===== src/rtl/udiv_pkg.sv =====
package udiv_pkg;
  // Strobes from the sequencer to the datapath
  typedef struct packed {
    logic load;    // capture operands, flags and initial cost
    logic step;    // perform one shift/subtract step
    logic costed;  // this step contributes to the cost
    logic last;    // final step: write the result registers
  } dpCtrl_t;
endpackage


===== src/rtl/udiv_datapath.sv =====
module udiv_datapath
  import udiv_pkg::*;
#(
  parameter int W      = 16,
  parameter int BASE   = 38,
  parameter int OVF_MC = 5,
  parameter int CntW   = 8
) (
  input  logic            clk,
  input  logic            rstN,
  input  dpCtrl_t         ctl,
  input  logic [2*W-1:0]  dividendIn,
  input  logic [W-1:0]    divisorIn,
  output logic [W-1:0]    quotient,
  output logic [W-1:0]    remainder,
  output logic            ovf,
  output logic            dz,
  output logic [CntW-1:0] cost
);
  localparam int DW = 2 * W;
  localparam logic [CntW-1:0] BaseClk   = CntW'(2 * BASE);
  localparam logic [CntW-1:0] OvfClk    = CntW'(2 * OVF_MC);
  localparam logic [CntW-1:0] HitClk    = CntW'(2);
  localparam logic [CntW-1:0] MissClk   = CntW'(4);

  logic [DW-1:0]   work;
  logic [W-1:0]    divisorR;
  logic            carry;
  logic [DW-1:0]   shifted;
  logic [W-1:0]    hi;
  logic            take;
  logic [DW-1:0]   nextWork;
  logic [CntW-1:0] stepCost;
  logic            zeroIn;
  logic            ovfIn;

  always_comb begin
    carry    = work[DW-1];
    shifted  = {work[DW-2:0], 1'b0};
    hi       = shifted[DW-1:W];
    take     = carry || (hi >= divisorR);
    nextWork = {take ? (hi - divisorR) : hi, shifted[W-1:1], take};
    if (carry)     stepCost = '0;
    else if (take) stepCost = HitClk;
    else           stepCost = MissClk;
    zeroIn = (divisorIn == '0);
    ovfIn  = !zeroIn && (dividendIn[DW-1:W] >= divisorIn);
  end

  always_ff @(posedge clk or negedge rstN) begin
    if (!rstN) begin
      work      <= '0;
      divisorR  <= '0;
      quotient  <= '0;
      remainder <= '0;
      ovf       <= 1'b0;
      dz        <= 1'b0;
      cost      <= '0;
    end else if (ctl.load) begin
      work     <= dividendIn;
      divisorR <= divisorIn;
      dz       <= zeroIn;
      ovf      <= ovfIn;
      if (zeroIn)     cost <= '0;
      else if (ovfIn) cost <= OvfClk;
      else            cost <= BaseClk;
    end else if (ctl.step) begin
      work <= nextWork;
      if (ctl.costed) cost <= cost + stepCost;
      if (ctl.last) begin
        quotient  <= nextWork[W-1:0];
        remainder <= nextWork[DW-1:W];
      end
    end
  end
endmodule


===== src/rtl/udiv_sequencer.sv =====
module udiv_sequencer
  import udiv_pkg::*;
#(
  parameter int W    = 16,
  parameter int CntW = 8
) (
  input  logic            clk,
  input  logic            rstN,
  input  logic            start,
  input  logic            skip,
  input  logic [CntW-1:0] cost,
  output dpCtrl_t         ctl,
  output logic            done
);
  localparam int StepW = $clog2(W + 1);
  localparam logic [StepW-1:0] LastIdx = StepW'(W - 1);
  localparam logic [StepW-1:0] EndIdx  = StepW'(W);

  typedef enum logic {ST_IDLE, ST_RUN} seqState_t;

  seqState_t       state;
  logic [StepW-1:0] stepIdx;
  logic [CntW-1:0]  elapsed;
  logic             stepsDone;

  always_comb begin
    stepsDone  = skip || (stepIdx == EndIdx);
    ctl.load   = (state == ST_IDLE) && start;
    ctl.step   = (state == ST_RUN) && !stepsDone;
    ctl.costed = ctl.step && (stepIdx < LastIdx);
    ctl.last   = ctl.step && (stepIdx == LastIdx);
    done       = (state == ST_RUN) && stepsDone && (elapsed == cost);
  end

  always_ff @(posedge clk or negedge rstN) begin
    if (!rstN) begin
      state   <= ST_IDLE;
      stepIdx <= '0;
      elapsed <= '0;
    end else if (state == ST_IDLE) begin
      if (start) begin
        state   <= ST_RUN;
        stepIdx <= '0;
        elapsed <= '0;
      end
    end else begin
      if (ctl.step) stepIdx <= stepIdx + 1'b1;
      elapsed <= elapsed + 1'b1;
      if (done) state <= ST_IDLE;
    end
  end
endmodule


===== src/rtl/udiv_cycle_exact.sv =====
module udiv_cycle_exact
  import udiv_pkg::*;
#(
  parameter int W      = 16,
  parameter int BASE   = 38,
  parameter int OVF_MC = 5
) (
  input  logic                                     clk,
  input  logic                                     rstN,
  input  logic                                     start,
  input  logic [2*W-1:0]                           dividend,
  input  logic [W-1:0]                             divisor,
  output logic [W-1:0]                             quotient,
  output logic [W-1:0]                             remainder,
  output logic                                     overflow,
  output logic                                     divByZero,
  output logic                                     done,
  output logic [$clog2(2*(BASE+2*(W-1))+1)-1:0]    cycleCount
);
  localparam int CntW = $clog2(2 * (BASE + 2 * (W - 1)) + 1);

  dpCtrl_t ctl;

  udiv_sequencer #(.W(W), .CntW(CntW)) seqU (
    .clk   (clk),
    .rstN  (rstN),
    .start (start),
    .skip  (overflow || divByZero),
    .cost  (cycleCount),
    .ctl   (ctl),
    .done  (done)
  );

  udiv_datapath #(.W(W), .BASE(BASE), .OVF_MC(OVF_MC), .CntW(CntW)) dpU (
    .clk        (clk),
    .rstN       (rstN),
    .ctl        (ctl),
    .dividendIn (dividend),
    .divisorIn  (divisor),
    .quotient   (quotient),
    .remainder  (remainder),
    .ovf        (overflow),
    .dz         (divByZero),
    .cost       (cycleCount)
  );
endmodule


===== config.mk =====
export PLATFORM = sky130hd
export DESIGN_NAME = udiv_cycle_exact
export DESIGN_NICKNAME = d
export VERILOG_FILES = /design/src/rtl/udiv_pkg.sv /design/src/rtl/udiv_datapath.sv /design/src/rtl/udiv_sequencer.sv /design/src/rtl/udiv_cycle_exact.sv
export SDC_FILE = /design/constraint.sdc
export NUM_CORES = 1
export LEC_CHECK = 0
export BUFFER_PORTS_ARGS = -buffer_cell sky130_fd_sc_hd__buf_2
export CORE_ASPECT_RATIO = 1.4
export CORE_UTILIZATION = 52
export DETAILED_ROUTE_END_ITERATION = 8
export MAX_ROUTING_LAYER = met4
export PLACE_DENSITY = 0.8
export REMOVE_ABC_BUFFERS = 1
export SYNTH_ARGS = -nofsm -noshare
export SYNTH_HDL_FRONTEND = slang
export SYNTH_SLANG_ARGS = --single-unit
export TNS_END_PERCENT = 20

===== constraint.sdc =====
create_clock -name clk -period 3.2 [get_ports clk]
set_clock_uncertainty 0.05 [all_clocks]
set_input_delay 0 -clock clk [delete_from_list [all_inputs] [get_ports clk]]
set_output_delay 0 -clock clk [all_outputs]
set_load 0.005 [all_outputs]

After elaboration in Yosys (flattened, before gate mapping)
Index checks and enable logic that the tools add are counted.
- equality and inequality tests: 4
- reduce and logical (&&, ||, !) cells: 19
- magnitude comparators: 3
- bitwise gates (word level): 2
- multiplexer cells: 18
- add/sub/neg operators: 4
- operator list (operator ; number):
    32-bit 2-to-1 mux ; 2
    8-bit 2-to-1 mux ; 6
    16-bit >= comparator ; 2
    16-bit zero test ; 1
    16-bit 2-to-1 mux ; 1
    16-bit subtractor ; 1
    5-bit 2-to-1 mux ; 3
    8-bit by 1-bit adder with 8-bit output (second input constant) ; 1
    8-bit adder ; 1
    8-bit == test ; 1
    1-bit logical AND ; 7
    7-bit 2-to-1 mux ; 1
    3-bit 2-to-1 mux ; 2
    2-bit nonzero test ; 3
    5-bit by 1-bit adder with 5-bit output (second input constant) ; 1
    5-bit by 4-bit == test with 1-bit output (second input constant) ; 1
    5-bit == test (second input constant) ; 1
    5-bit by 4-bit < comparator with 1-bit output (second input constant) ; 1
    2-bit AND reduction ; 2
    1-bit logical OR ; 3
    1-bit 2-to-1 mux ; 3
    3-bit AND reduction ; 1
    1-bit zero test ; 2
    2-bit inequality test (second input constant) ; 1
    1-bit inverter ; 2
- flip-flop bits (word level): 104
- output and inout bits: 43
- logic and storage cells: 60

Longest topological paths before layout
- word-level depth: 8
- depth in mapped cells: 15
- mapped depth without buffers: 15

Modules after synthesis
From an unflattened synthesis, not the netlist that was laid out.
- cell total of the unflattened synthesis: 633
- area, all modules: 6023.3 µm²
- modules (own cells, without submodules) (module ; sequential area each (µm²) ; cells an instance ; instances ; area an instance (µm²)):
    udiv_datapath ; 2227.1 ; 543 ; 1 ; 5123.7
    udiv_sequencer ; 350.3 ; 89 ; 1 ; 893.4
    udiv_cycle_exact ; 0.0 ; 1 ; 1 ; 6.3

Worst setup path before layout
OpenSTA, ideal clock, no wires.
- path type: reg2reg
- start point: reg dpU.work[26]
- end point: reg dpU.cost[5]
- arrival: 2.840 ns
- stages on the path, launching flop included: 14
- clock period less this slack: 3.020 ns
- library setup time: 0.130 ns
- setup slack: 0.180 ns
- buffers on the path: 2
- data required time: 3.020 ns
- cells stage by stage: dfrtp_1 -> ha_1 -> buf_6 -> a21oi_2 -> o21ai_1 -> a2111o_1 -> nor3_4 -> inv_4 -> buf_6 -> fa_1 -> nor2_1 -> nand3_1 -> xor2_1 -> nor2_1
- word-level cells in the longest chain between the ends: 8
- ends and longest elaborated chain (element ; line ; RTL):
    start: declaration ; udiv_datapath.sv:26 ; logic [DW-1:0] work;
    start signal: assignment ; udiv_datapath.sv:60 ; work <= dividendIn;
    start signal: assignment ; udiv_datapath.sv:68 ; work <= nextWork;
    16-bit >= comparator ; udiv_datapath.sv:41 ; take = carry || (hi >= divisorR);
    1-bit logical OR ; udiv_datapath.sv:41 ;
    3-bit 2-to-1 mux ; udiv_datapath.sv:44 ; else if (take) stepCost = HitClk;
    3-bit 2-to-1 mux ; udiv_datapath.sv:43 ; if (carry) stepCost = '0;
    8-bit adder ; udiv_datapath.sv:69 ; if (ctl.costed) cost <= cost + stepCost;
    8-bit 2-to-1 mux ; udiv_datapath.sv:69 ;
    8-bit 2-to-1 mux ; udiv_datapath.sv:67 ; end else if (ctl.step) begin
    8-bit 2-to-1 mux ; udiv_datapath.sv:59 ; end else if (ctl.load) begin
    end signal: assignment ; udiv_datapath.sv:65 ; else if (ovfIn) cost <= OvfClk;
    end signal: assignment ; udiv_datapath.sv:66 ; else cost <= BaseClk;
    end signal: assignment ; udiv_datapath.sv:69 ;
    end: declaration ; udiv_datapath.sv:18 ; output logic [CntW-1:0] cost
No other way between the ends. The select of a mux whose other input is x is not followed.
A chain may end at the register's enable or synchronous reset.

Worst setup path after layout
- start point: reg dpU.divisorR[0]
- end point: reg dpU.cost[7]
- word-level cells in the longest chain between the ends: 8
- ends and longest elaborated chain (element ; line ; RTL):
    start: declaration ; udiv_datapath.sv:27 ; logic [W-1:0] divisorR;
    start signal: assignment ; udiv_datapath.sv:61 ; divisorR <= divisorIn;
    16-bit >= comparator ; udiv_datapath.sv:41 ;
    1-bit logical OR ; udiv_datapath.sv:41 ;
    3-bit 2-to-1 mux ; udiv_datapath.sv:44 ;
    3-bit 2-to-1 mux ; udiv_datapath.sv:43 ;
    8-bit adder ; udiv_datapath.sv:69 ;
    8-bit 2-to-1 mux ; udiv_datapath.sv:69 ;
    8-bit 2-to-1 mux ; udiv_datapath.sv:67 ;
    8-bit 2-to-1 mux ; udiv_datapath.sv:59 ;
No other way between the ends. The select of a mux whose other input is x is not followed.

==> out/results.txt <==
routed via count -> 5793
global-route wire length before repair -> 27500 um
critical path endpoint category -> flop
Synth Area in Compound Gates -> 19.0%
relative slew slack -> 19.0%
row count -> 46
max incr delay on CP -> 0.39 ns
DRC Markers -> 0
crit path DAT -> 3.20 ns
slowest stage cell, crit path -> dfrtp_1
post-synthesis simple-gate area fraction -> 18.8%
Final min period -> 3.03 ns
CP max FO -> 3
CTS tree -> built
critical path type -> flop to flop
Total GRT Usage -> 30.2%
clock share of power -> 14.6%
Overall Power -> 8.27 mW
Avg WL per Cell -> 17.5 um
number of CTS-inserted buffers -> 9
clock tree buffer depth -> 2
core area -> 0.0113 mm^2
Final Setup Violations -> 0
Worst Hold Class -> primary input to flop
Worst R2R Path Depth -> 13
clk sink count -> 103
H-tree levels -> 3
P&R area growth vs syn -> 24.2%
root buf cell -> clkbuf_16
PortBufs -> 92
gp weighted congestion -> 0.971
clock-pin slew on the worst setup and hold paths -> 0.07 ns
die width -> 93.3 um
power density over the cells -> 1100 mW/mm^2
Synth Flop Type -> dfrtp_1
Synth Cell Area -> 0.00606 mm^2
synth unique cells -> 60
largest net degree at the start of global routing -> 68
nets -> 921
first-pass iteration count of the detailed router -> 6
YS warnings -> 0
Net Sw Frac -> 45.2%
crit path to -> dpU.cost[7]
Slew Viols, Final -> 0
reg2reg end -> dpU.cost[7]
maximum vdd drop -> 0.000467 V
antenna cells -> 0
wirelength, routed -> 17100 um
initial antenna violation count -> 0
Levels on crit path -> 13
crit share post-route -> 94.6%
Synth Register Bits -> 103
status -> finished, final reports clean
# fillers -> 873
RR Startpoint -> dpU.divisorR[0]
startpoint types -> flop
post-route ant nets -> 0
Die Ht -> 130 um
vias in the first global route -> 5712
dpl cell area -> 0.00670 mm^2
Max Cap Viol -> 0
worst-margin pin slew -> 1.21 ns
Worst-Skew Late Latency -> 0.35 ns
r2r setup slk -> 0.17 ns
cells after synthesis -> 697
multiplexer share of the synthesized area -> 1.86%
main combinational cell family by area after synthesis -> compound AO/OA/AOI/OAI gates
endpoints failing hold -> 0
adder-cell share of the synthesized area -> 8.50%
Comb pwr share -> 57.6%
NetSw -> 3.74 mW
number of synthesized flops with an enable pin -> 0
Flop pwr share -> 27.8%
Worst path top cell family by delay -> adder cells
Avg Inst Size Synth -> 8.70 um^2
Worst Setup SP -> dpU.divisorR[0]
number of DRC markers in iteration 0 -> 447
asr flop ratio synth -> 100%
die footprint -> 0.0121 mm^2
Leak -> 3.73 nW
IO Pins -> 94
worst path cell trace -> ha_1 > fa_2 > nor2b_2 > o21ai_2 > a211oi_4 > nor2_1 > a21oi_1 > ha_1 > inv_1 > fa_2 > nor3_1 > xnor2_1 > nor2_1
Power Internal -> 4.53 mW
routed vias/inst -> 5.92
fmax -> 330 MHz
placed wire-length estimate -> 11700 um
GRT overflow -> 0
xor/xnor share of the synthesized area -> 3.61%
setup TNS -> 0 ns
starting density of the core -> 53.5%
Critical Path RT -> 3.37 ns
hold_ws -> 0.00529 ns
Critical path buffers and inverters -> 1
share of post-route cells with drive strength above 1 -> 17.8%
Finished Cell Area -> 0.00753 mm^2
Seq/Total Area, Yosys -> 42.5%
RSZ-0062 raised after global routing -> yes
## sequential cells by signal, summed over array words and instances (netlist names)
name / count
dpU.ovf: 1
dpU.divisorR: 16
dpU.dz: 1
seqU.state: 1
seqU.stepIdx: 5
dpU.remainder: 16
seqU.elapsed: 8
dpU.quotient: 16
dpU.work: 32
dpU.cost: 7
## Yosys cell counts, drive strengths merged, types with 2 or more instances
library cell  number  area [um^2]
a2111o             2         22.5
a2111oi            2         17.5
a211oi             8         65.1
a21bo              2         20.0
a21boi             2         15.0
a21o               4         30.0
a21oi             32          168
a221o              2         20.0
a22o               4         35.0
a22oi             14          105
a31oi             11         68.8
a41oi              2         17.5
and3              14         87.6
buf               11         67.6
clkbuf            28          106
dfrtp            103         2580
fa                 2         40.0
ha                38          475
inv               44          168
mux2               2         22.5
mux2i              9         90.1
nand2            141          532
nand2b             3         18.8
nand3             21          105
nand4             11         68.8
nor2              30          113
nor2b              7         43.8
nor3               8         51.3
nor4               4         25.0
nor4b              2         17.5
o211ai            11         82.6
o21a               9         67.6
o21ai             66          330
o31ai              5         37.5
or2                3         18.8
or3                4         25.0
xnor2             17          149
xor2               8         70.1
## layout by cell type (no fill, tap or decap), types with 3 or more instances in the layout
cell type,instances
a22o_1,4
a211oi_1,7
nand2b_1,3
inv_1,43
mux2i_1,9
dfrtp_1,103
xor2_1,8
o21a_1,9
o31ai_1,5
nor2_1,29
dlygate4sd3_1,47
nor3_1,7
nor4_1,4
o21ai_0,62
a31oi_1,11
ha_1,38
o211ai_1,11
buf_4,23
clkbuf_16,9
or3_1,3
a21oi_1,30
xnor2_1,17
nand2_1,140
and3_1,14
a21o_1,4
nand3_1,21
buf_2,91
o21ai_1,3
nor2b_1,5
nand4_1,11
a22oi_1,14
## stage by stage
| stage | cells | setup slack [ns] | utilization [%] |
|---|---|---|---|
| after floorplan | 658 | -0.628 | - |
| after global placement | 915 | 0.170 | 59.1 |
| after detailed placement | 915 | 0.122 | 59.1 |
| after CTS | 978 | 0.0770 | 66.1 |
| after global routing | 979 | -0.0580 | 66.4 |
| final | 979 | 0.174 | 66.4 |
## power by group through the flow
stage | Clock, mW | Sequential [mW] | Combinational [mW]
floorplan | 0 | 2.21 | 3.15
global placement | 0 | 2.27 | 4.39
detailed placement | 0 | 2.30 | 4.53
CTS | 1.22 | 2.28 | 4.63
global route | 1.28 | 2.35 | 5.26
finish | 1.21 | 2.29 | 4.76
## kinds of logic (layout without fill, tap and decap cells)
kind of cell             after synthesis  in the layout
AND/OR/NAND/NOR                      252            252
AO/OA/AOI/OAI                        182            182
flip-flops                           103            103
buffers and inverters                 83            221
adder cells (fa/ha/maj)               40             40
XOR/XNOR                              25             25
multiplexers                          11             11
other                                  1              1
## worst reg2reg max path, delay by kind of cell (launching register included)
kind | cells | cell delay (ns)
buffers and inverters | 1 | 0.06
adder cells (fa/ha/maj) | 4 | 1.15
AO/OA/AOI/OAI | 3 | 0.52
flip-flops | 1 | 0.39
XOR/XNOR | 1 | 0.16
AND/OR/NAND/NOR | 4 | 0.57
## cell type report
class / instances / area, um^2 / area share [%]
Tap cell: 144 / 180 / 2.39
Clock buffer: 9 / 225 / 2.99
Clock inverter: 7 / 103 / 1.36
Timing Repair Buffer: 161 / 1100 / 14.6
Inverter: 44 / 168 / 2.23
Sequential cell: 103 / 2580 / 34.2
Multi-Input combinational cell: 511 / 3180 / 42.2
## worst min path at each step
stage | startpoint | to | slack [ns] | cells after the start
after floorplan | rstN | dpU.cost[1] | -0.35 | 0
after global placement | rstN | seqU.elapsed[4] | 0.10 | 1
after detailed placement | rstN | seqU.elapsed[4] | 0.11 | 1
after CTS | dividend[25] | dpU.work[25] | 0.009 | 5
after global routing | dividend[25] | dpU.work[25] | 0.06 | 5
final | dividend[27] | dpU.work[27] | 0.005 | 5
## routing by layer
layer,part of all wire (%),wire [um],global-route usage (%),vias up
met5,0,0,-,-
met4,2.9,495,11.9,0
met3,5.3,903,4.02,45
met2,51,8660,50.9,249
met1,41,7030,36.6,2812
li1,-,-,-,2687
## what timing repair did
action | 4_1_cts | 5_1_grt
setup buffers | 0 | 1
resized for setup | 0 | 7
endpoints found under the hold margin | 111 | 0
hold buffers | 47 | 0
setup endpoints to repair | 0 | 5
No activity file was read; power rests on OpenSTA's default activity.
